`config.mk`:
```
export PLATFORM = sky130hd
export DESIGN_NAME = dphase_top
export DESIGN_NICKNAME = d
export VERILOG_FILES = /design/src/rtl/dphase_pkg.sv /design/src/rtl/dphase_pipe.sv /design/src/rtl/dphase_launch.sv /design/src/rtl/dphase_dclk.sv /design/src/rtl/dphase_top.sv
export SDC_FILE = /design/constraint.sdc
export NUM_CORES = 1
export LEC_CHECK = 0
export ABC_AREA = 0
export BUFFER_PORTS_ARGS = -buffer_cell sky130_fd_sc_hd__buf_2
export CAP_MARGIN = 20
export CELL_PAD_IN_SITES_DETAIL_PLACEMENT = 0
export CELL_PAD_IN_SITES_GLOBAL_PLACEMENT = 1
export CORE_MARGIN = 3
export CORE_UTILIZATION = 40
export CTS_BUF_LIST = sky130_fd_sc_hd__clkbuf_2 sky130_fd_sc_hd__clkbuf_4 sky130_fd_sc_hd__clkbuf_8
export DETAILED_ROUTE_END_ITERATION = 8
export PLACE_DENSITY_LB_ADDON = 0.1
export SLEW_MARGIN = 25
export SYNTH_ARGS = -nofsm -noshare
export SYNTH_HDL_FRONTEND = slang
export SYNTH_SLANG_ARGS = --single-unit
```
`constraint.sdc`:
```
create_clock -name clk -period 1.3 [get_ports clk]
set_clock_uncertainty 0.2 [all_clocks]
set_input_delay 0.39 -clock clk [delete_from_list [all_inputs] [get_ports clk]]
set_output_delay 0.39 -clock clk [all_outputs]
set_load 0.005 [all_outputs]
```
`src/rtl/dphase_pkg.sv`:
```
package dphase_pkg;
  localparam int unsigned DEF_DATA_W = 14;
  localparam int unsigned DEF_PH_W   = 6;
  localparam int unsigned DEF_DEPTH  = 16;
endpackage

```
`src/rtl/dphase_pipe.sv`:
```
module dphase_pipe #(
  parameter int unsigned DATA_W = dphase_pkg::DEF_DATA_W,
  parameter int unsigned DEPTH  = dphase_pkg::DEF_DEPTH
) (
  input  logic              clk,
  input  logic              rst_n,
  input  logic              adv,
  input  logic              in_vld,
  input  logic [DATA_W-1:0] in_data,
  output logic              tail_vld,
  output logic [DATA_W-1:0] tail_data,
  output logic              hold_vld,
  output logic [DATA_W-1:0] hold_data
);
  localparam int unsigned LAST = DEPTH - 1;

  logic [DATA_W-1:0] stg_d_q [DEPTH];
  logic [DATA_W-1:0] stg_d_n [DEPTH];
  logic [DEPTH-1:0]  stg_v_q;
  logic [DEPTH-1:0]  stg_v_n;
  logic [DATA_W-1:0] hold_d_q;
  logic              hold_v_q;

  for (genvar g = 0; g < DEPTH; g++) begin : g_stage
    if (g == 0) begin : g_head
      always_comb begin
        stg_d_n[g] = in_data;
        stg_v_n[g] = in_vld;
      end
    end else begin : g_body
      always_comb begin
        stg_d_n[g] = stg_d_q[g-1];
        stg_v_n[g] = stg_v_q[g-1];
      end
    end
  end

  // data words carry no reset; the valid bits qualify them
  always_ff @(posedge clk) begin
    if (adv) begin
      stg_d_q  <= stg_d_n;
      hold_d_q <= stg_d_q[LAST];
    end
  end

  always_ff @(posedge clk or negedge rst_n) begin
    if (!rst_n) begin
      stg_v_q  <= '0;
      hold_v_q <= 1'b0;
    end else if (adv) begin
      stg_v_q  <= stg_v_n;
      hold_v_q <= stg_v_q[LAST];
    end
  end

  assign tail_vld  = stg_v_q[LAST];
  assign tail_data = stg_d_q[LAST];
  assign hold_vld  = hold_v_q;
  assign hold_data = hold_d_q;
endmodule

```
`src/rtl/dphase_launch.sv`:
```
module dphase_launch #(
  parameter int unsigned DATA_W = dphase_pkg::DEF_DATA_W,
  parameter int unsigned PH_W   = dphase_pkg::DEF_PH_W
) (
  input  logic              clk,
  input  logic              rst_n,
  input  logic [PH_W-1:0]   phase_cnt,
  input  logic [PH_W-1:0]   chg_ph,
  input  logic              tail_vld,
  input  logic [DATA_W-1:0] tail_data,
  input  logic              hold_vld,
  input  logic [DATA_W-1:0] hold_data,
  output logic [DATA_W-1:0] dout,
  output logic              dout_valid
);
  logic              ld_en;
  logic              src_v;
  logic [DATA_W-1:0] src_d;
  logic [DATA_W-1:0] dout_n;
  logic [DATA_W-1:0] dout_q;
  logic              vld_q;

  always_comb begin
    ld_en = (phase_cnt == chg_ph);
    // at phase 0 the pipeline shifts on this same edge: take the tail directly
    if (chg_ph == '0) begin
      src_v = tail_vld;
      src_d = tail_data;
    end else begin
      src_v = hold_vld;
      src_d = hold_data;
    end
    dout_n = src_v ? src_d : '0;
  end

  always_ff @(posedge clk or negedge rst_n) begin
    if (!rst_n) begin
      dout_q <= '0;
      vld_q  <= 1'b0;
    end else if (ld_en) begin
      dout_q <= dout_n;
      vld_q  <= src_v;
    end
  end

  assign dout       = dout_q;
  assign dout_valid = vld_q;
endmodule

```
`src/rtl/dphase_dclk.sv`:
```
module dphase_dclk #(
  parameter int unsigned PH_W = dphase_pkg::DEF_PH_W
) (
  input  logic            clk,
  input  logic            rst_n,
  input  logic [PH_W-1:0] phase_cnt,
  input  logic [PH_W-1:0] chg_ph,
  input  logic [PH_W-1:0] rise_ph,
  output logic            dclk
);
  logic at_fall;
  logic at_rise;
  logic clk_en;
  logic dclk_n;
  logic dclk_q;

  always_comb begin
    at_fall = (phase_cnt == chg_ph);
    at_rise = (phase_cnt == rise_ph);
    clk_en  = at_fall | at_rise;
    dclk_n  = !at_fall;   // fall wins when both positions coincide
  end

  always_ff @(posedge clk or negedge rst_n) begin
    if (!rst_n)      dclk_q <= 1'b0;
    else if (clk_en) dclk_q <= dclk_n;
  end

  assign dclk = dclk_q;
endmodule

```
`src/rtl/dphase_top.sv`:
```
module dphase_top #(
  parameter int unsigned DATA_W = dphase_pkg::DEF_DATA_W,
  parameter int unsigned PH_W   = dphase_pkg::DEF_PH_W,
  parameter int unsigned DEPTH  = dphase_pkg::DEF_DEPTH
) (
  input  logic                clk,
  input  logic                rst_n,
  input  logic [PH_W-1:0]     phase_cnt,
  input  logic [2*PH_W-1:0]   phase_cfg,
  input  logic                smp_vld,
  input  logic [DATA_W-1:0]   smp_data,
  output logic [DATA_W-1:0]   dout,
  output logic                dout_valid,
  output logic                dclk
);
  logic [PH_W-1:0]   chg_ph;
  logic [PH_W-1:0]   rise_ph;
  logic              adv;
  logic              tail_vld;
  logic [DATA_W-1:0] tail_data;
  logic              hold_vld;
  logic [DATA_W-1:0] hold_data;

  assign chg_ph  = phase_cfg[PH_W-1:0];
  assign rise_ph = phase_cfg[2*PH_W-1:PH_W];
  assign adv     = (phase_cnt == '0);

  dphase_pipe #(.DATA_W(DATA_W), .DEPTH(DEPTH)) u_pipe (
    .clk(clk), .rst_n(rst_n), .adv(adv),
    .in_vld(smp_vld), .in_data(smp_data),
    .tail_vld(tail_vld), .tail_data(tail_data),
    .hold_vld(hold_vld), .hold_data(hold_data)
  );

  dphase_launch #(.DATA_W(DATA_W), .PH_W(PH_W)) u_launch (
    .clk(clk), .rst_n(rst_n), .phase_cnt(phase_cnt), .chg_ph(chg_ph),
    .tail_vld(tail_vld), .tail_data(tail_data),
    .hold_vld(hold_vld), .hold_data(hold_data),
    .dout(dout), .dout_valid(dout_valid)
  );

  dphase_dclk #(.PH_W(PH_W)) u_dclk (
    .clk(clk), .rst_n(rst_n), .phase_cnt(phase_cnt),
    .chg_ph(chg_ph), .rise_ph(rise_ph), .dclk(dclk)
  );
endmodule

```
==> impl_metrics.toml, run 1 <==
[yosys]
synth_warnings = 0
synth.area.top_cells = "edfxtp_1 (80%), dfrtp_1 (9.3%), mux2_4 (3.4%)"
ys_seq_area_share_pct = 89.51
synth_area_um2 = 8907
mappedNetlistNets = 411
synth.largest_area_cell = "edfxtp_1"
synth.top_cell.area_share_pct = 80.24
postSynthAreaPerCell_um2 = 23.69
syn-instance-count = 376
netlist-cell-type-count = 20
synth-seq-cells = 271

[global_route]
overflow = 0
grt_max_degree = 34
gr-usage-all-layers_pct = 11.66
grt_pass1_vias = 4414
grt_first_pass_wirelength_mm = 22.28
antenna_found_initial = 0

[routing]
wl_per_cell_um = 15.07
via_per_inst = 4.467
routed_wl_mm = 13.37
drc = 0
drt_iter0_drc = 184
detail-route-antenna-nets = 0
dr.pass1.iters = 4
num_vias = 3962

[cts]
cts_buffer_depth = 3
clock_sinks = 271
clk_latency_ns = 0.53
h-tree-depth = 2
cts_root_buf = "clkbuf_8"
clk_pin_slew_ns = 0.06
tritoncts = "built"
numCtsBuffers = 44

[timing]
relSlewSlack_pct = 80.80
max_freq_mhz = 615.6
setup_violations = 269
fin_crit_sh_pct = 124.9
tightestPinTransition_ns = 0.2880
rsz0062_at_grt = "yes"
layout_min_cycle_time_ns = 1.624
slew_viol_final = 0
finalHoldViolations = 0
worst_slack_ns = -0.3243
final.setup.tns_ns = -45.68

[setup_path]
crit_chain = "buf_2"
critPathLaunchType = "register"
cp.buffers_inverters = 1
cp_max_fo = 2
crit_arrival_ns = 1.03
cpPeakStageDelay_ns = 0.38
critPathTopFamily = "flip-flops"
cp.required_ns = 0.71
worstSetupPathType = "reg -> out"
cp_slowest_cell = "dfrtp_1"
crit_path_end_kind = "output port"

[place]
place_congestion = 0.8343
numPortBuffers = 50
dp.final_hpwl_mm = 6.710
place_ws_ns = -0.6646

[layout]
drive_gt1_share_pct = 43.14
syn_to_final_growth_pct = 35.03
n_antenna_cell = 0
nets = 615

[status]
violations = "negative setup slack"
outcome = "finished, violations left"

[die]
initial_core_util_pct = 41.59
rows = 53
die_x_um = 155.2
die_h_um = 155.2
num_io_pins = 51
core_um2 = 21420
dieArea_um2 = 24090

[power]
clkPwrFrac_pct = 41.4
power_frac_comb_pct = 2.6
sw_frac_of_total_pct = 19.17
p_leak_uw = 0.004517
p_int_uw = 13660
peakVddDrop_mv = 0.8721
pwr_density_cell_nw_per_um2 = 1405
p_sw_uw = 3240
p_seq_share_pct = 56.0

[run]
maxCapViolCount = 0

[min_path]
worstHoldPathType = "in -> reg"
## per-layer routing
layer  vias to the layer above  track usage, %  share of wire, %
met1                      1952           14.86                43
met4                         0           5.336               2.8
met2                       104           18.70                48
li1                       1872               -                 -
met3                        34           3.338               6.0
met5                         -               0                 0
## per-stage QoR
step           total power [µW]  utilization [%]  std cells  hold WS (ns)  area (µm²)
4_1_cts                   17240            57.04        889       0.02359       12220
6_report                  16900            56.15        887       0.07175       12030
5_1_grt                   17670            56.15        887       0.09888       12030
2_1_floorplan              9764                -        376       -0.1056        8985
3_3_place_gp               9936            46.49        733        0.1593        9957
3_5_place_dp               9943            46.49        733        0.1623        9957
## final timing paths
check	startpoint	endpoint	slack [ns]	depth (start not counted)
worst max-delay path	u_launch.dout[0]	dout[0]	-0.32	1
worst min-delay path	phase_cfg[6]	u_dclk.dclk	0.07	4
worst max register to register	u_pipe.stg_v_q[15]	u_launch.dout[6]	0.01	4
worst min register to register	u_pipe.stg_d_n[139]	u_pipe.stg_d_n[125]	0.21	0
max in group asynchronous	rst_n	u_pipe.stg_v_q[15]	0.54	3
min in group asynchronous	rst_n	u_launch.dout[2]	0.15	3
## state kept, by name (all words and copies together), names as in the netlist
register             count
u_dclk.dclk              1
u_launch.dout           14
u_launch.dout_valid      1
u_pipe.hold_data        14
u_pipe.hold_vld          1
u_pipe.stg_d_n         210
u_pipe.stg_v_q          16
u_pipe.tail_data        14
## cells by family (layout without fill, tap and decap cells)
family                 after synthesis  count (layout)  synth area share [%]
multiplexers                        47              47                 6.588
flip-flops                         271             271                 89.51
AO/OA/AOI/OAI                        1               1               0.07028
AND/OR/NAND/NOR                     38              38                 2.051
buffers and inverters                7             243                0.6040
XOR/XNOR                            12              12                 1.180
## area by class of cell
type / count / area [µm²]
Fill cell: 1666 / 9392
Sequential cell: 271 / 7974
Timing Repair Buffer: 164 / 1901
Multi-Input combinational cell: 98 / 947.2
Clock buffer: 69 / 812.0
Tap cell: 275 / 344.1
Clock inverter: 9 / 42.54
Inverter: 1 / 7.507
## power by group through the flow
stage               logic [µW]  clock network, µW  registers (µW)
finish                     447               6990            9460
global route               489               7720            9460
floorplan                  118                  0            9650
CTS                        448               7330            9460
detailed placement         303                  0            9640
global placement           297                  0            9640
## cells in the final DEF (no fill, tap or decap), types with 2 or more instances in the layout
cell type / netlist / layout
buf_4: 1 / 34
mux2_4: 20 / 25
mux2i_1: 14 / 14
xnor2_2: 0 / 3
xnor2_1: 6 / 3
clkinv_1: 0 / 5
clkinv_2: 0 / 3
clkbuf_8: 0 / 47
nand2_1: 28 / 28
buf_16: 0 / 10
xor2_1: 6 / 6
mux2_2: 13 / 8
nand2_2: 2 / 2
buf_8: 0 / 15
dlygate4sd3_1: 0 / 17
dfrtp_1: 33 / 32
buf_2: 0 / 47
nor2_1: 3 / 2
buf_6: 1 / 11
clkbuf_16: 0 / 3
edfxtp_1: 238 / 238
clkbuf_4: 0 / 22
nor4_4: 0 / 2
buf_12: 1 / 27
## synth_stat cells
| master | number |
|---|---|
| nand2_2 | 2 |
| edfxtp_1 | 238 |
| inv_1 | 1 |
| buf_4 | 1 |
| buf_12 | 1 |
| nor2_1 | 3 |
| mux2_4 | 20 |
| xnor2_1 | 6 |
| xor2_1 | 6 |
| buf_6 | 1 |
| clkbuf_1 | 3 |
| a31oi_1 | 1 |
| nand2_1 | 28 |
| nor3_4 | 1 |
| mux2i_1 | 14 |
| nor4_1 | 1 |
| mux2_2 | 13 |
| nor4_2 | 2 |
| dfrtp_1 | 33 |
| nand4_1 | 1 |
## repair_timing
item,4_1_cts,5_1_grt
endpoints found under the setup margin,267,269
cloned,21,3
hold buffers,17,0
setup buffers,41,14
endpoints found under the hold margin,49,0
pin swaps,3,4
gates resized for setup,61,17
No activity file was read; power rests on OpenSTA's default activity.
==> run 2, diff against run 1 <==
TNS_END_PERCENT = 5   (was unset)
==> impl_metrics.toml, run 2 (synthesized netlist as in run 1, its figures left out) <==
[power]
sw_frac_of_total_pct = 19.24
p_leak_uw = 0.004061
clkPwrFrac_pct = 41.4
pwr_density_cell_nw_per_um2 = 1518
power_frac_comb_pct = 2.0
power_uw = 16730
p_seq_share_pct = 56.6
peakVddDrop_mv = 0.8386
p_sw_uw = 3219
p_int_uw = 13510

[place]
post-place-cells = 727
numPortBuffers = 50
place_congestion = 0.7869
dp.final_hpwl_mm = 6.290

[routing]
drc = 0
drt_iter0_drc = 228
dr.pass1.iters = 4
num_vias = 3660
via_per_inst = 4.388
wl_per_cell_um = 13.40
detail-route-antenna-nets = 0
routed_wl_mm = 11.18

[global_route]
overflow = 0
grt_max_degree = 34
grt_first_pass_wirelength_mm = 18.71
gr-usage-all-layers_pct = 9.512
antenna_found_initial = 0
grt_pass1_vias = 3903

[die]
num_io_pins = 51
initial_core_util_pct = 41.59
dieArea_um2 = 24090
rows = 53
core_um2 = 21420
die_h_um = 155.2
die_x_um = 155.2

[timing]
max_freq_mhz = 618.5
layout_min_cycle_time_ns = 1.617
relSlewSlack_pct = 82.78
fin_crit_sh_pct = 124.4
slew_viol_final = 0
tightestPinTransition_ns = 0.2559
worst_slack_ns = -0.3169
rsz0062_at_grt = "yes"
finalHoldViolations = 0
setup_violations = 214

[status]
violations = "negative setup slack"
outcome = "finished, violations left"

[setup_path]
crit_arrival_ns = 1.03
worstSetupPathType = "reg -> out"
cp_max_fo = 2
crit_start = "u_launch.dout[7]"
critPathTopFamily = "flip-flops"
reg2reg_to = "u_launch.dout[1]"
endpoint = "dout[7]"
rr_startpoint = "u_pipe.stg_v_q[15]"
crit_cells = 1
crit_chain = "buf_2"
crit_path_end_kind = "output port"
reg2regPathDepth = 4
cp.buffers_inverters = 1
critPathLaunchType = "register"
cpPeakStageDelay_ns = 0.38
cp_slowest_cell = "dfrtp_1"
reg2reg_slack_ns = -0.02
cp.required_ns = 0.71

[cts]
h-tree-depth = 2
tritoncts = "built"
cts_root_buf = "clkbuf_8"
clk_pin_slew_ns = 0.06
clock_sinks = 271
cts_buffer_depth = 3
clk_latency_ns = 0.53
numCtsBuffers = 44

[layout]
final_util_pct = 51.45
layout_common_cells = "edfxtp_1 (238), buf_2 (48), clkbuf_8 (45)"
instances_no_fill = 834
largest_reg_flops = 210
n_antenna_cell = 0
final_common_cell = "edfxtp_1"
nets = 563
drive_gt1_share_pct = 36.85
syn_to_final_growth_pct = 23.71

[min_path]
worstHoldPathType = "in -> reg"

[run]
maxCapViolCount = 0
[run 2: per-layer routing]
metal  vias up  track usage [%]  wire length (µm)
met5         -                0                 0
met4         0            4.835               330
met3        33            3.366               805
met2        95            14.23              5028
met1      1772            12.39              5013
li1       1760                -                 -
[run 2: area by class of cell]
type / instances / area, µm²
inverter: 1 / 7.507
fill: 1765 / 10400
clock buffer: 61 / 739.5
multi-input combinational: 98 / 920.9
tap: 275 / 344.1
timing repair buffer: 112 / 927.1
sequential: 271 / 7975
clock inverter: 16 / 105.1
[run 2: timing repair]
item,in CTS,in global routing
hold endpoints to repair,48,0
resized for setup,12,6
buffers inserted,11,3
setup endpoints to repair,247,251
hold buffers,16,0
pin swaps,1,1
[run 2: worst min-delay path by stage]
stage / depth (start not counted) / start / slack (ns) / to
2_1_floorplan: 0 / rst_n / -0.11 / u_dclk.dclk
3_3_place_gp: 2 / rst_n / 0.16 / u_launch.dout[13]
3_5_place_dp: 2 / rst_n / 0.16 / u_launch.dout[4]
4_1_cts: 4 / phase_cfg[11] / 0.01 / u_dclk.dclk
5_1_grt: 4 / phase_cfg[11] / 0.06 / u_dclk.dclk
6_report: 4 / phase_cfg[11] / 0.04 / u_dclk.dclk
[run 2: metrics by stage]
| step | cell area (µm²) | worst slack, ns | hold WS, ns | TNS [ns] |
|---|---|---|---|---|
| 2_1_floorplan | 8931 | -3.591 | -0.1056 | -865.29 |
| 3_3_place_gp | 9837 | -0.6538 | 0.1569 | -164.75 |
| 3_5_place_dp | 9837 | -0.6659 | 0.1609 | -164.16 |
| 4_1_cts | 10970 | -0.3688 | 0.01090 | -9.793 |
| 5_1_grt | 11020 | -0.3870 | 0.06339 | -21.61 |
| 6_report | 11020 | -0.3169 | 0.04188 | -11.60 |
[run 2: power groups by stage]
stage	Clock [µW]	Combinational [µW]	Sequential, µW
finish	6930	334	9460
global route	7730	370	9460
CTS	7280	336	9460
detailed placement	0	281	9640
global placement	0	275	9640
floorplan	0	108	9650
==> run 3, diff against run 2 <==
CORE_ASPECT_RATIO = 2   (was unset)
==> impl_metrics.toml, run 3 (synthesized netlist as in run 1, its figures left out) <==
[layout]
multi_input_area_um2 = 938.4
seq_area_um2 = 7975
final_common_cell = "edfxtp_1"
drive_gt1_share_pct = 37.45
nFillCells = 1801
n_antenna_cell = 0
nets = 558
largest_reg_flops = 210
layout_common_cells = "edfxtp_1 (238), buf_2 (43), clkbuf_8 (41)"
syn_to_final_growth_pct = 23.56
final_area_um2 = 11010

[timing]
fin_crit_sh_pct = 123.5
layout_min_cycle_time_ns = 1.606
relSlewSlack_pct = 82.90
setup_violations = 191
worst_slack_ns = -0.3056
tightestPinTransition_ns = 0.2541
rsz0062_at_grt = "yes"
finalHoldViolations = 0
slew_viol_final = 0
max_freq_mhz = 622.8

[status]
outcome = "finished, violations left"
violations = "negative setup slack"

[global_route]
antenna_found_initial = 0
grt_max_degree = 38
overflow = 0
gr-usage-all-layers_pct = 10.33
grt_pass1_vias = 3878
grt_first_pass_wirelength_mm = 20.16

[routing]
dr.pass1.iters = 4
via_per_inst = 4.493
wl_per_cell_um = 14.58
num_vias = 3698
detail-route-antenna-nets = 0
drt_iter0_drc = 205
drc = 0
routed_wl_mm = 12.00

[cts]
clk_pin_slew_ns = 0.07
clock_sinks = 271
cts_root_buf = "clkbuf_8"
h-tree-depth = 2
tritoncts = "built"
clk_latency_ns = 0.51
cts_buffer_depth = 3
numCtsBuffers = 38

[power]
pwr_density_cell_nw_per_um2 = 1506
p_sw_uw = 3170
p_int_uw = 13410
p_leak_uw = 0.004046
power_frac_comb_pct = 2.1
sw_frac_of_total_pct = 19.12
peakVddDrop_mv = 0.8380
clkPwrFrac_pct = 40.8
p_seq_share_pct = 57.0

[place]
placed_cell_area_um2 = 9864
numPortBuffers = 50
dp.final_hpwl_mm = 6.807
place_ws_ns = -0.6321
place_congestion = 0.7958

[setup_path]
crit_chain = "buf_2"
critPathTopFamily = "flip-flops"
cpPeakStageDelay_ns = 0.38
crit_path_end_kind = "output port"
cp_max_fo = 2
critPathLaunchType = "register"
cp.buffers_inverters = 1
cp_slowest_cell = "dfrtp_1"
crit_arrival_ns = 1.02
worstSetupPathType = "reg -> out"
cp.required_ns = 0.71

[die]
die_x_um = 111.5
core_um2 = 21680
initial_core_util_pct = 41.08
die_h_um = 217.0
rows = 76
dieArea_um2 = 24200
num_io_pins = 51

[min_path]
worstHoldPathType = "in -> reg"

[run]
maxCapViolCount = 0
[run 3: cell types whose count changed in the layout (fill, tap and decap cells not counted), moves of 3 or more]
cell and delta:
clkbuf_8 -4, clkbuf_4 -7, nand2_1 -4, clkinv_1 -3, buf_2 -5, nand2_2 +4, buf_4 +4
[run 3: final timing paths]
check	from	to	slack (ns)	cells past startpoint
worst max register to register	u_pipe.stg_v_q[15]	u_launch.dout[13]	-0.01	4
worst max-delay path	u_launch.dout[7]	dout[7]	-0.31	1
min in group asynchronous	rst_n	u_pipe.stg_v_q[1]	0.18	3
max in group asynchronous	rst_n	u_pipe.stg_v_q[15]	0.53	3
worst min register to register	u_pipe.stg_d_n[20]	u_pipe.stg_d_n[6]	0.21	0
worst min-delay path	phase_cfg[11]	u_dclk.dclk	0.05	4
[run 3: final cells by class]
class / instances / area share [%]
Inverter: 1 / 0.06821
Sequential cell: 271 / 72.46
Multi-Input combinational cell: 98 / 8.527
Timing Repair Buffer: 113 / 8.674
Tap cell: 273 / 3.104
Clock inverter: 17 / 1.421
Clock buffer: 50 / 5.741
[run 3: metrics by stage]
stage                     utilization, %  hold WS [ns]  setup TNS (ns)  power [µW]  cells
after floorplan                        -       -0.1056         -865.29        9754    376
after global placement             45.50        0.1622         -163.67        9922    729
after detailed placement           45.50        0.1655         -160.37        9929    729
after CTS                          50.28       0.01487          -8.513       16940    820
after global routing               50.76       0.06174          -20.54       17380    823
final                              50.76       0.05219          -11.36       16580    823
[run 3: worst reg2reg max path: stages, from the launching register on]
cell and delay, ns:
dfrtp_2 0.45, buf_4 0.16, nand2_1 0.05, mux2i_1 0.07, mux2_2 0.26
[run 3: per-layer routing]
layer | global-route usage, % | routed length [µm] | vias up
li1 | - | - | 1740
met5 | 0 | 0 | -
met3 | 2.866 | 589 | 31
met2 | 16.53 | 5956 | 85
met1 | 12.85 | 5022 | 1842
met4 | 5.441 | 432 | 0
[run 3: repair_timing]
item | in CTS | in global routing
pin swaps | 3 | 1
cloned | 0 | 0
endpoints found under the hold margin | 48 | 0
resized for setup | 10 | 19
setup endpoints to repair | 236 | 248
setup buffers | 8 | 3
hold buffers | 16 | 0
[run 3: power groups by stage]
stage               clock network, µW  registers (µW)  logic, µW
floorplan                           0            9650        108
global placement                    0            9640        284
detailed placement                  0            9640        289
CTS                              7150            9450        337
global route                     7540            9450        386
finish                           6770            9460        350
